## src/rtl/async_tx_dbuf.sv

```systemverilog
module async_tx_dbuf #(
  parameter int DATA_W = 8
) (
  input  logic              clk,
  input  logic              rst_n,
  input  logic              baud_tick,
  input  logic              wr_data,
  input  logic [DATA_W-1:0] wdata,
  input  logic              clr_empty,
  input  logic              cfg_seven,
  input  logic              cfg_par_en,
  input  logic              cfg_par_odd,
  input  logic              cfg_mp_en,
  input  logic              cfg_mp_bit,
  input  logic              cfg_two_stop,
  input  logic              ie_empty,
  input  logic              ie_end,
  output logic              txd,
  output logic              empty_flag,
  output logic              end_flag,
  output logic              irq_empty,
  output logic              irq_end
);

  localparam int CW = $clog2(DATA_W);
  localparam logic [CW-1:0] LAST_FULL  = CW'(DATA_W - 1);
  localparam logic [CW-1:0] LAST_SHORT = CW'(DATA_W - 2);

  typedef enum logic [2:0] {S_IDLE, S_START, S_DATA, S_EXTRA, S_STOP} st_t;

  st_t              st;
  logic [DATA_W-1:0] hold_q, shift_q;
  logic [CW-1:0]    cnt_q;
  logic             empty_q, end_q, chain_q, second_q;
  logic             short_q, extra_q, extra_bit_q, two_q;

  logic [DATA_W-1:0] masked;
  logic              extra_bit_nx, last_data, stop_entry, load_now;

  assign masked       = cfg_seven ? {1'b0, hold_q[DATA_W-2:0]} : hold_q;
  assign extra_bit_nx = cfg_mp_en ? cfg_mp_bit : (^masked) ^ cfg_par_odd;
  assign last_data    = cnt_q == (short_q ? LAST_SHORT : LAST_FULL);
  assign stop_entry   = baud_tick &&
                        ((st == S_DATA && last_data && !extra_q) || st == S_EXTRA);
  assign load_now     = !empty_q && ((baud_tick && st == S_IDLE) || stop_entry);

  always_ff @(posedge clk or negedge rst_n) begin
    if (!rst_n) begin
      st          <= S_IDLE;
      hold_q      <= '0;
      shift_q     <= '0;
      cnt_q       <= '0;
      empty_q     <= 1'b1;
      end_q       <= 1'b1;
      chain_q     <= 1'b0;
      second_q    <= 1'b0;
      short_q     <= 1'b0;
      extra_q     <= 1'b0;
      extra_bit_q <= 1'b0;
      two_q       <= 1'b0;
    end else begin
      if (clr_empty) empty_q <= 1'b0;
      if (wr_data)   hold_q  <= wdata;

      if (baud_tick) begin
        unique case (st)
          S_IDLE:  if (!empty_q) st <= S_START;
          S_START: begin
            st    <= S_DATA;
            cnt_q <= '0;
          end
          S_DATA: begin
            shift_q <= shift_q >> 1;
            cnt_q   <= cnt_q + 1'b1;
            if (last_data) begin
              st       <= extra_q ? S_EXTRA : S_STOP;
              second_q <= two_q;
            end
          end
          S_EXTRA: begin
            st       <= S_STOP;
            second_q <= two_q;
          end
          S_STOP: begin
            if (second_q)     second_q <= 1'b0;
            else if (chain_q) begin
              st      <= S_START;
              chain_q <= 1'b0;
            end else          st <= S_IDLE;
          end
          default: st <= S_IDLE;
        endcase
      end

      if (stop_entry) begin
        chain_q <= !empty_q;
        if (empty_q) end_q <= 1'b1;
      end
      if (wr_data) end_q <= 1'b0;

      if (load_now) begin
        shift_q     <= hold_q;
        empty_q     <= 1'b1;
        short_q     <= cfg_seven;
        extra_q     <= cfg_par_en | cfg_mp_en;
        extra_bit_q <= extra_bit_nx;
        two_q       <= cfg_two_stop;
      end
    end
  end

  always_comb begin
    unique case (st)
      S_START: txd = 1'b0;
      S_DATA:  txd = shift_q[0];
      S_EXTRA: txd = extra_bit_q;
      default: txd = 1'b1;
    endcase
  end

  assign empty_flag = empty_q;
  assign end_flag   = end_q;
  assign irq_empty  = empty_q & ie_empty;
  assign irq_end    = end_q & ie_end;

  p_idle_mark_r1: assert property (@(posedge clk) disable iff (!rst_n)
    st == S_IDLE |-> txd);

  p_start_low_r2: assert property (@(posedge clk) disable iff (!rst_n)
    st == S_START |-> !txd);

  p_stop_high_r5: assert property (@(posedge clk) disable iff (!rst_n)
    st == S_STOP |-> txd);

  p_load_sets_empty_r6: assert property (@(posedge clk) disable iff (!rst_n)
    (baud_tick && st == S_IDLE && !empty_q) |=> (empty_q && st == S_START));

  p_write_clears_end_r7: assert property (@(posedge clk) disable iff (!rst_n)
    wr_data |=> !end_q);

  p_chain_no_gap_r8: assert property (@(posedge clk) disable iff (!rst_n)
    (baud_tick && st == S_STOP && !second_q && chain_q) |=> st == S_START);

  p_end_at_stop_r9: assert property (@(posedge clk) disable iff (!rst_n)
    $rose(end_q) |-> (st == S_STOP && !chain_q));

endmodule

```

## config.mk

```make
export PLATFORM = sky130hd
export DESIGN_NAME = async_tx_dbuf
export DESIGN_NICKNAME = d
export VERILOG_FILES = /design/src/rtl/async_tx_dbuf.sv
export SDC_FILE = /design/constraint.sdc
export NUM_CORES = 1
export LEC_CHECK = 0
export ABC_AREA = 0
export BUFFER_PORTS_ARGS = -buffer_cell sky130_fd_sc_hd__buf_4
export CORE_MARGIN = 10
export CORE_UTILIZATION = 59
export CTS_CLUSTER_DIAMETER = 80
export DETAILED_ROUTE_END_ITERATION = 16
export PLACE_DENSITY = 0.92
export SKIP_LAST_GASP = 1
export SYNTH_ARGS = -nofsm -noshare
export SYNTH_HDL_FRONTEND = slang
export SYNTH_SLANG_ARGS = --single-unit
```

## constraint.sdc

```tcl
create_clock -name clk -period 5.08 [get_ports clk]
set_input_delay 0.508 -clock clk [delete_from_list [all_inputs] [get_ports clk]]
set_output_delay 0.508 -clock clk [all_outputs]
set_load 0.02 [all_outputs]
```

* Word-level counts from Yosys, hierarchy flattened *
Index checks and enable logic that the tools add are counted.

operators by class
  bitwise gates (word level) = 4
  reduce and logical (&&, ||, !) cells = 26
  mux-type cells = 25
  equal/unequal tests = 9
  add/sub/neg operators = 1

operators by type and width
  cell                   count
  $mux W8                4
  $reduce_bool A2 Y1     8
  $pmux W3 S5            1
  $mux W1                13
  $mux W3                4
  $reduce_xor A8 Y1      1
  $eq A3 B2 Y1 const B   2
  $ne A2 B2 Y1 const B   3
  $pmux W1 S3            2
  $pmux W3 S2            1
  $reduce_and A2 Y1      3
  $reduce_and A3 Y1      2
  $logic_and A1 B1 Y1    5
  $reduce_and A4 Y1      1
  $add A3 B1 Y3 const B  1
  $eq A3 B1 Y1 const B   1
  $eq A3 B3 Y1           1
  $eq A3 B3 Y1 const B   1
  $logic_not A3 Y1       1
  $reduce_bool A3 Y1     1
  $and A1 B1 Y1          2
  $logic_not A1 Y1       2
  $logic_or A1 B1 Y1     2
  $ne A2 B1 Y1 const B   1
  2 further kinds        2

storage, ports and cells
  input bits = 21
  logic and storage cells = 77
  output and inout bits = 5
  register bits = 30

* Depth between registers and ports, before layout *
Gate-level depths: netlist (run 1).

  depth after elaboration = 10
  mapped depth = 7
  mapped depth without buffers = 5

* Least setup slack after synthesis (run 1) *
OpenSTA, ideal clock, no wires.

  path kind = reg2out
  from = register st[0]
  to = output txd
  cell stages (with the launch flop) = 5
  path buffers = 2
  data required time = 4572 ps
  setup slack = 3287 ps
  arrival time = 1285 ps
  cell sequence = dfrtp_1 clkbuf_1 clkbuf_1 a22oi_1 or2_2

on the way
  cells in the longest elaborated chain, start to end = 2
  elaborated cells between the ends (all ways) = 4
  classes of those cells = eq/ne (3); mux (1)

ends and longest elaborated chain
  item                                          RTL line  text
  start, declared                               31        st_t st;
  start signal, assigned                        76        st <= extra_q ? S_EXTRA : S_STOP;
  $eq A3 B2 Y1 or $eq A3 B1 Y1 (tied branches)  113       unique case (st)
  $pmux W1 S3 *                                 113
  end, declared                                 18        output logic txd,

Mark *: on every way between the ends. The rest lies on a longest branch, timed or not.

* Worst setup path after layout (run 1) *
  from = register cnt_q[0]
  to = register short_q

on the way
  cells in the longest elaborated chain, start to end = 7

ends and longest elaborated chain
  item                               RTL line  text
  start, declared                    33        logic [CW-1:0] cnt_q;
  start signal, assigned             74        cnt_q <= cnt_q + 1'b1;
  $eq A3 B3 Y1                       42        assign last_data = cnt_q == (short_q ? LAST_SHORT : LAST_FULL);
  $logic_and A1 B1 Y1 (2 in series)  44        ((st == S_DATA && last_data && !extra_q) || st == S_EXTRA);
  $logic_or A1 B1 Y1                 44
  $logic_and A1 B1 Y1                43        assign stop_entry = baud_tick &&
  $logic_or A1 B1 Y1                 45        assign load_now = !empty_q && ((baud_tick && st == S_IDLE) || stop_entry);
  $logic_and A1 B1 Y1                45
  end signal, assigned               104       short_q <= cfg_seven;
  end, declared                      35        logic short_q, extra_q, extra_bit_q, two_q;

No other way between the ends.
A chain may end at the register's enable or synchronous reset.

==> results.toml, run 1 <==
[layout]
multi_input_area_sq_um = 743
area_delta_synth_final_pct = 15.6
drive_above_1_share_pct = 29.1
antennaDiodeCount = 0
final-seq-area_sq_um = 753
nFillCells = 161
nets = 193

[sta]
period_share_pct = 46.2
max_slew_margin_pct = 33.0
hold_viol = 0
setup_viol = 0
max_freq_mhz = 426
skew_ns = 0.0113
tightest_slew_ns = 1.00
rsz0062_at_grt = "no"
post-route-min-period_ns = 2.35
setup_tns_ns = 0
drv_slew = 0
setup_slack_ns = 2.73

[floorplan]
die_y_um = 71.4
initial_utilization_pct = 62.3
fp.dieW_um = 71.4
dieArea_sq_um = 5100
core_sq_um = 2500
rows = 18
pin_count = 26

[clock_network]
clock_path_buffers = 2
numCtsBuffers = 5
cts_setup_buffers = 0
clk_pin_slew_ns = 0.10
cts_max_level = 2
cts_root_buf = "clkbuf_4"
cts_tree = "built"
cts_sinks = 30
cts_resized = 0
clk_latency_ns = 0.34
cts_hold_buffers = 0

[yosys]
syn_area_sq_um = 1560
syn_area_per_cell_sq_um = 10.7
netlist_instances = 146
synth.distinct_cells = 40
syn-num-nets = 168
synth_most_common_cell = "dfrtp_1"
synth_top_area_share_pct = 45.0
synthArstFlopShare_pct = 100
synth-edff-count = 0
ys.flop_type = "dfrtp_1"
ys_seq_elements = 30
synth_seq_area_share_pct = 48.4
synth_largest_area_cell = "dfrtp_1"
synthTopCellsByCount = "dfrtp_1 (28), nand2_1 (16), o21ai_0 (15), mux2_2 (10), mux2i_1 (8)"
ys_top_cells_by_area = "dfrtp_1 (45%), mux2_2 (7.2%), mux2i_1 (5.1%), o21ai_0 (4.8%), nand2_1 (3.9%)"
ys_warn_count = 0

[route]
route.vias.total = 1169
routed_wl_mm = 3.35
drtIter0Drc = 149
ant_nets = 0
first_pass_iters = 5
drc_errors = 0
viasPerCell = 5.79
wl_per_cell_um = 16.6

[worst_setup_path]
cp_slowest_cell = "a2111oi_4"
regToRegEndpoint = "short_q$_DFFE_PN0P_"
critPathMaxStageDelay_ns = 0.97
start_kind = "register"
r2r_cells = 4
criticalPathCategory = "reg2reg"
crit_fanout = 23
cp-end-kind = "register"
arrival_ns = 2.57
critical_path.cell_chain = "xor2_1, a41oi_2, a2111oi_4, mux2_2"
reg2reg_slack_ns = 2.73
reg2reg_from = "cnt_q[0]$_DFFE_PN0P_"
required_ns = 5.30

[placement]
pre_cts_ws_ns = 2.74
io_buffers = 25
gp_congestion = 0.862
hpwl_mm = 2.50

[power]
p_comb_share_pct = 37.6
clkPwrFrac_pct = 16.3
sw_frac_of_total_pct = 39.2
power_density_nw_per_um2 = 511
p_leak_nw = 0.766
p_switching_mw = 0.360
power_frac_seq_pct = 46.1
p_int_mw = 0.560
ir_drop_uv = 345

[global_route]
grt.overflow.total = 0
antenna_found_initial = 0
grt_pass1_wl_mm = 5.78
grt_use_total_pct = 13.9
grt_max_degree = 31
grt_pass1_vias = 1228

[run]
maxCapViolations = 0

[status]
run_status = "completed"

[hold_path]
hold_path.class = "in2async"
==> layout make-up <==
cell class | count | share of cell area [%]
flip-flops and latches | 30 | 41.8
repair buffers | 25 | 10.4
well taps | 30 | 2.08
clock buffers | 7 | 3.06
inverters | 5 | 1.04
multi-input cells | 104 | 41.3
clock inverters | 1 | 0.278
==> power by group through the flow <==
stage	clock network [mW]	registers [mW]	logic (mW)
2_1_floorplan	0	0.384	0.296
4_1_cts	0.153	0.422	0.346
5_1_grt	0.163	0.438	0.383
6_report	0.150	0.424	0.346
3_3_place_gp	0	0.419	0.327
3_5_place_dp	0	0.426	0.344
==> how the worst max path moves through the flow <==
stage | startpoint | endpoint | slack, ns
2_1_floorplan | st[0]$_DFFE_PN0P_ | txd | 3.29
3_3_place_gp | cnt_q[0]$_DFFE_PN0P_ | two_q$_DFFE_PN0P_ | 2.79
3_5_place_dp | cnt_q[0]$_DFFE_PN0P_ | two_q$_DFFE_PN0P_ | 2.74
4_1_cts | cnt_q[0]$_DFFE_PN0P_ | two_q$_DFFE_PN0P_ | 2.74
5_1_grt | st[0]$_DFFE_PN0P_ | short_q$_DFFE_PN0P_ | 2.46
6_report | cnt_q[0]$_DFFE_PN0P_ | short_q$_DFFE_PN0P_ | 2.73
==> per-layer routing <==
layer / vias up / routed length (um) / global-route usage, %
met2: 43 / 1730 / 23.9
li1: 568 / - / -
met1: 550 / 1340 / 15.0
met4: 0 / 72 / 6.45
met3: 8 / 198 / 4.68
met5: - / 0 / 0
==> through the flow <==
step | util (%) | area, sq um | hold WS [ns] | instances | power, mW
finish | 72.0 | 1800 | 0.0672 | 202 | 0.920
global route | 72.0 | 1800 | 0.0850 | 202 | 0.984
CTS | 72.0 | 1800 | 0.0866 | 202 | 0.922
detailed placement | 69.6 | 1740 | 0.457 | 194 | 0.770
global placement | 69.6 | 1740 | 0.452 | 194 | 0.746
floorplan | - | 1560 | 0.212 | 146 | 0.680
==> cells in the final DEF, fill, tap and decap left out, drive strengths merged, types with 2 or more instances in the layout <==
cell type  synthesis  layout
dfrtp             28      28
buf                3      25
o21ai             18      18
nand2             16      16
mux2              10      10
mux2i              8       8
nor2               7       7
clkbuf             4       7
a21oi              6       6
inv                5       5
nor3               4       4
xnor2              4       4
xor2               3       3
nor2b              3       3
and2               2       2
nand2b             2       2
o41ai              2       2
dfstp              2       2
and3               2       2
==> cells by family (layout without fill, tap and decap cells) <==
| group | after synthesis | after routing | synth area share, % |
|---|---|---|---|
| compound gates | 38 | 38 | 17.0 |
| xor+xnor | 8 | 8 | 5.38 |
| fa+ha+maj | 1 | 1 | 0.803 |
| buf+inv | 12 | 38 | 3.94 |
| flops | 30 | 30 | 48.4 |
| mux | 18 | 18 | 12.4 |
| simple gates | 39 | 39 | 12.1 |
==> state kept, by name, indices dropped and copies added, names as in the netlist <==
name and count:
chain_q 1, cnt_q 3, empty_flag 1, end_flag 1
extra_bit_q 1, extra_q 1, hold_q 8, second_q 1
shift_q 8, short_q 1, st 3, two_q 1
==> worst max-delay path: cells and delay by family, from the launching register on <==
family | cells | cell delay, ns
muxes | 1 | 0.41
DFF | 1 | 0.43
AOI/OAI and AO/OA | 2 | 1.18
xor gates and xnor gates | 1 | 0.22
(Power assumes the default switching activity.)
==> run 2: changes to the inputs <==
ABC_AREA = 1   (was 0)
CORE_UTILIZATION = 55   (was 59)
PLACE_DENSITY = 0.87   (was 0.92)
clock period = 2.4 ns   (was 5.08 ns; I/O delays follow)
==> results.toml, run 2 <==
[placement]
pre_cts_ws_ns = 0.663
dp_cells = 273
dpl_cell_area_sq_um = 1830
gp_congestion = 0.885
hpwl_mm = 2.64
io_buffers = 25

[yosys]
ys_top_cells_by_area = "dfrtp_1 (43%), nand2_1 (17%), inv_1 (7.8%), nand3_1 (7.6%), o21ai_0 (5.2%)"
synth_most_common_cell = "nand2_1"
synth-edff-count = 0
synthArstFlopShare_pct = 100
syn_area_per_cell_sq_um = 7.41
synth_top_area_share_pct = 42.6
ys.flop_type = "dfrtp_1"
synth_seq_area_share_pct = 45.8
synthTopCellsByCount = "nand2_1 (76), inv_1 (34), dfrtp_1 (28), nand3_1 (25), o21ai_0 (17)"
ys_seq_elements = 30
syn-num-nets = 244
synth.distinct_cells = 28
ys_warn_count = 0
syn_area_sq_um = 1650
netlist_instances = 222
synth_largest_area_cell = "dfrtp_1"

[clock_network]
clock_path_buffers = 2
clk_latency_ns = 0.32
numCtsBuffers = 5
cts_setup_buffers = 0
cts_root_buf = "clkbuf_4"
cts_resized = 0
clk_pin_slew_ns = 0.09
cts_tree = "built"
cts_hold_buffers = 1
cts_max_level = 2
cts_sinks = 30

[layout]
area_delta_synth_final_pct = 14.5
utilization_pct = 67.2
layout_common_cells = "nand2_1 (76), inv_1 (34), dfrtp_1 (28), nand3_1 (25), buf_4 (25)"
antennaDiodeCount = 0
biggestRegsByFlops = "hold_q: 8 flops, shift_q: 8 flops"
stdcell_count = 281
drive_above_1_share_pct = 18.0
final_common_cell = "nand2_1"
postLayoutCellArea_sq_um = 1880
nets = 272

[run]
maxCapViolations = 0

[power]
power_density_nw_per_um2 = 991
power_mw = 1.87
ir_drop_uv = 500
p_leak_nw = 1.04

[route]
wl_per_cell_um = 12.3
viasPerCell = 5.08
routed_wl_mm = 3.46
route.vias.total = 1427
ant_nets = 0
drc_errors = 0
first_pass_iters = 4
drtIter0Drc = 82

[hold_path]
hold_path.class = "in2reg"
min_from = "clr_empty"

[global_route]
grt_use_total_pct = 13.9
grt.overflow.total = 0
grt_pass1_vias = 1430
antenna_found_initial = 0
grt_pass1_wl_mm = 6.02
grt_max_degree = 31

[worst_setup_path]
criticalPathCategory = "reg2reg"
crit_fanout = 13
required_ns = 2.61
start_kind = "register"
cp_slowest_cell = "dfrtp_1"
cp-end-kind = "register"
crit_path_frequent_cell = "nand2_1"
critical_path.cell_chain = "nor2_1, nand4_2, nand3_2, inv_2, nand2_1, nand2_1"
cp_num_buf_inv = 1
critPathTopFamily = "simple AND/OR/NAND/NOR gates"
critPathMaxStageDelay_ns = 0.46
arrival_ns = 2.00
crit_path_start = "st[0]$_DFFE_PN0P_"
reg2reg_from = "st[0]$_DFFE_PN0P_"

[sta]
period_share_pct = 74.4
skew_ns = 0.00603
drv_slew = 0
max_freq_mhz = 560
post-route-min-period_ns = 1.79
hold_viol = 0
max_slew_margin_pct = 74.0
tightest_slew_ns = 0.390
hold_ws_ns = 0.0643
rsz0062_at_grt = "no"
setup_tns_ns = 0
setup_viol = 0
setup_slack_ns = 0.615

[status]
run_status = "completed"

[floorplan]
initial_utilization_pct = 58.7
fp.dieW_um = 74.7
die_y_um = 74.7
dieArea_sq_um = 5580
rows = 19
core_sq_um = 2810
pin_count = 26
-- run 2: cell types whose count changed in the layout (fill, tap and decap cells not counted), moves of 4 or more --
cell	change
inv_1	+29
mux2_2	-10
mux2i_1	-8
nand2_1	+60
nand3_1	+25
nor2_1	+4
nor3_1	-4
-- run 2: path summary, 6_finish.rpt --
check	depth (start not counted)	to	slack (ns)
worst max-delay path	6	shift_q[4]$_DFFE_PN0P_	0.61
worst min-delay path	2	empty_flag$_DFFE_PN1P_	0.06
worst max register to register	6	shift_q[4]$_DFFE_PN0P_	0.61
worst min register to register	1	cnt_q[2]$_DFFE_PN0P_	0.48
max in group asynchronous	2	end_flag$_DFFE_PN1P_	1.71
min in group asynchronous	2	st[0]$_DFFE_PN0P_	0.38
-- run 2: layout make-up --
cell class / count / area (sq um)
fill: 265 / 921
sequential: 30 / 753
multi-input combinational: 150 / 711
timing repair buffer: 26 / 198
inverter: 37 / 139
clock buffer: 7 / 45.0
tap: 31 / 38.8
-- run 2: worst reg2reg max path, cell delays in order, from the launching register on --
cell and delay, ns:
dfrtp_1 0.46, nor2_1 0.28, nand4_2 0.37, nand3_2 0.32, inv_2 0.11, nand2_1 0.08
nand2_1 0.06
-- run 2: power breakdown --
part / internal [mW] / switching (mW) / leakage (nW)
clock network: 0.110 / 0.158 / 0.0254
registers: 0.668 / 0.121 / 0.371
logic: 0.295 / 0.515 / 0.646
total: 1.07 / 0.795 / 1.04
-- run 2: kinds of logic after synthesis --
logic type      after synthesis  share of synthesized area (%)
compound gates               24                           7.83
simple gates                124                           34.1
xor+xnor                      1                          0.532
buf+inv                      42                           11.0
flops                        30                           45.8
fa+ha+maj                     1                          0.760
-- run 2: per-layer routing --
layer	up-vias	share of wire (%)	track usage (%)	routed length, um
li1	749	-	-	-
met1	650	44	15.4	1510
met2	22	50	23.9	1750
met3	6	4.0	4.99	138
met4	0	1.8	5.46	61
met5	-	0	0	0
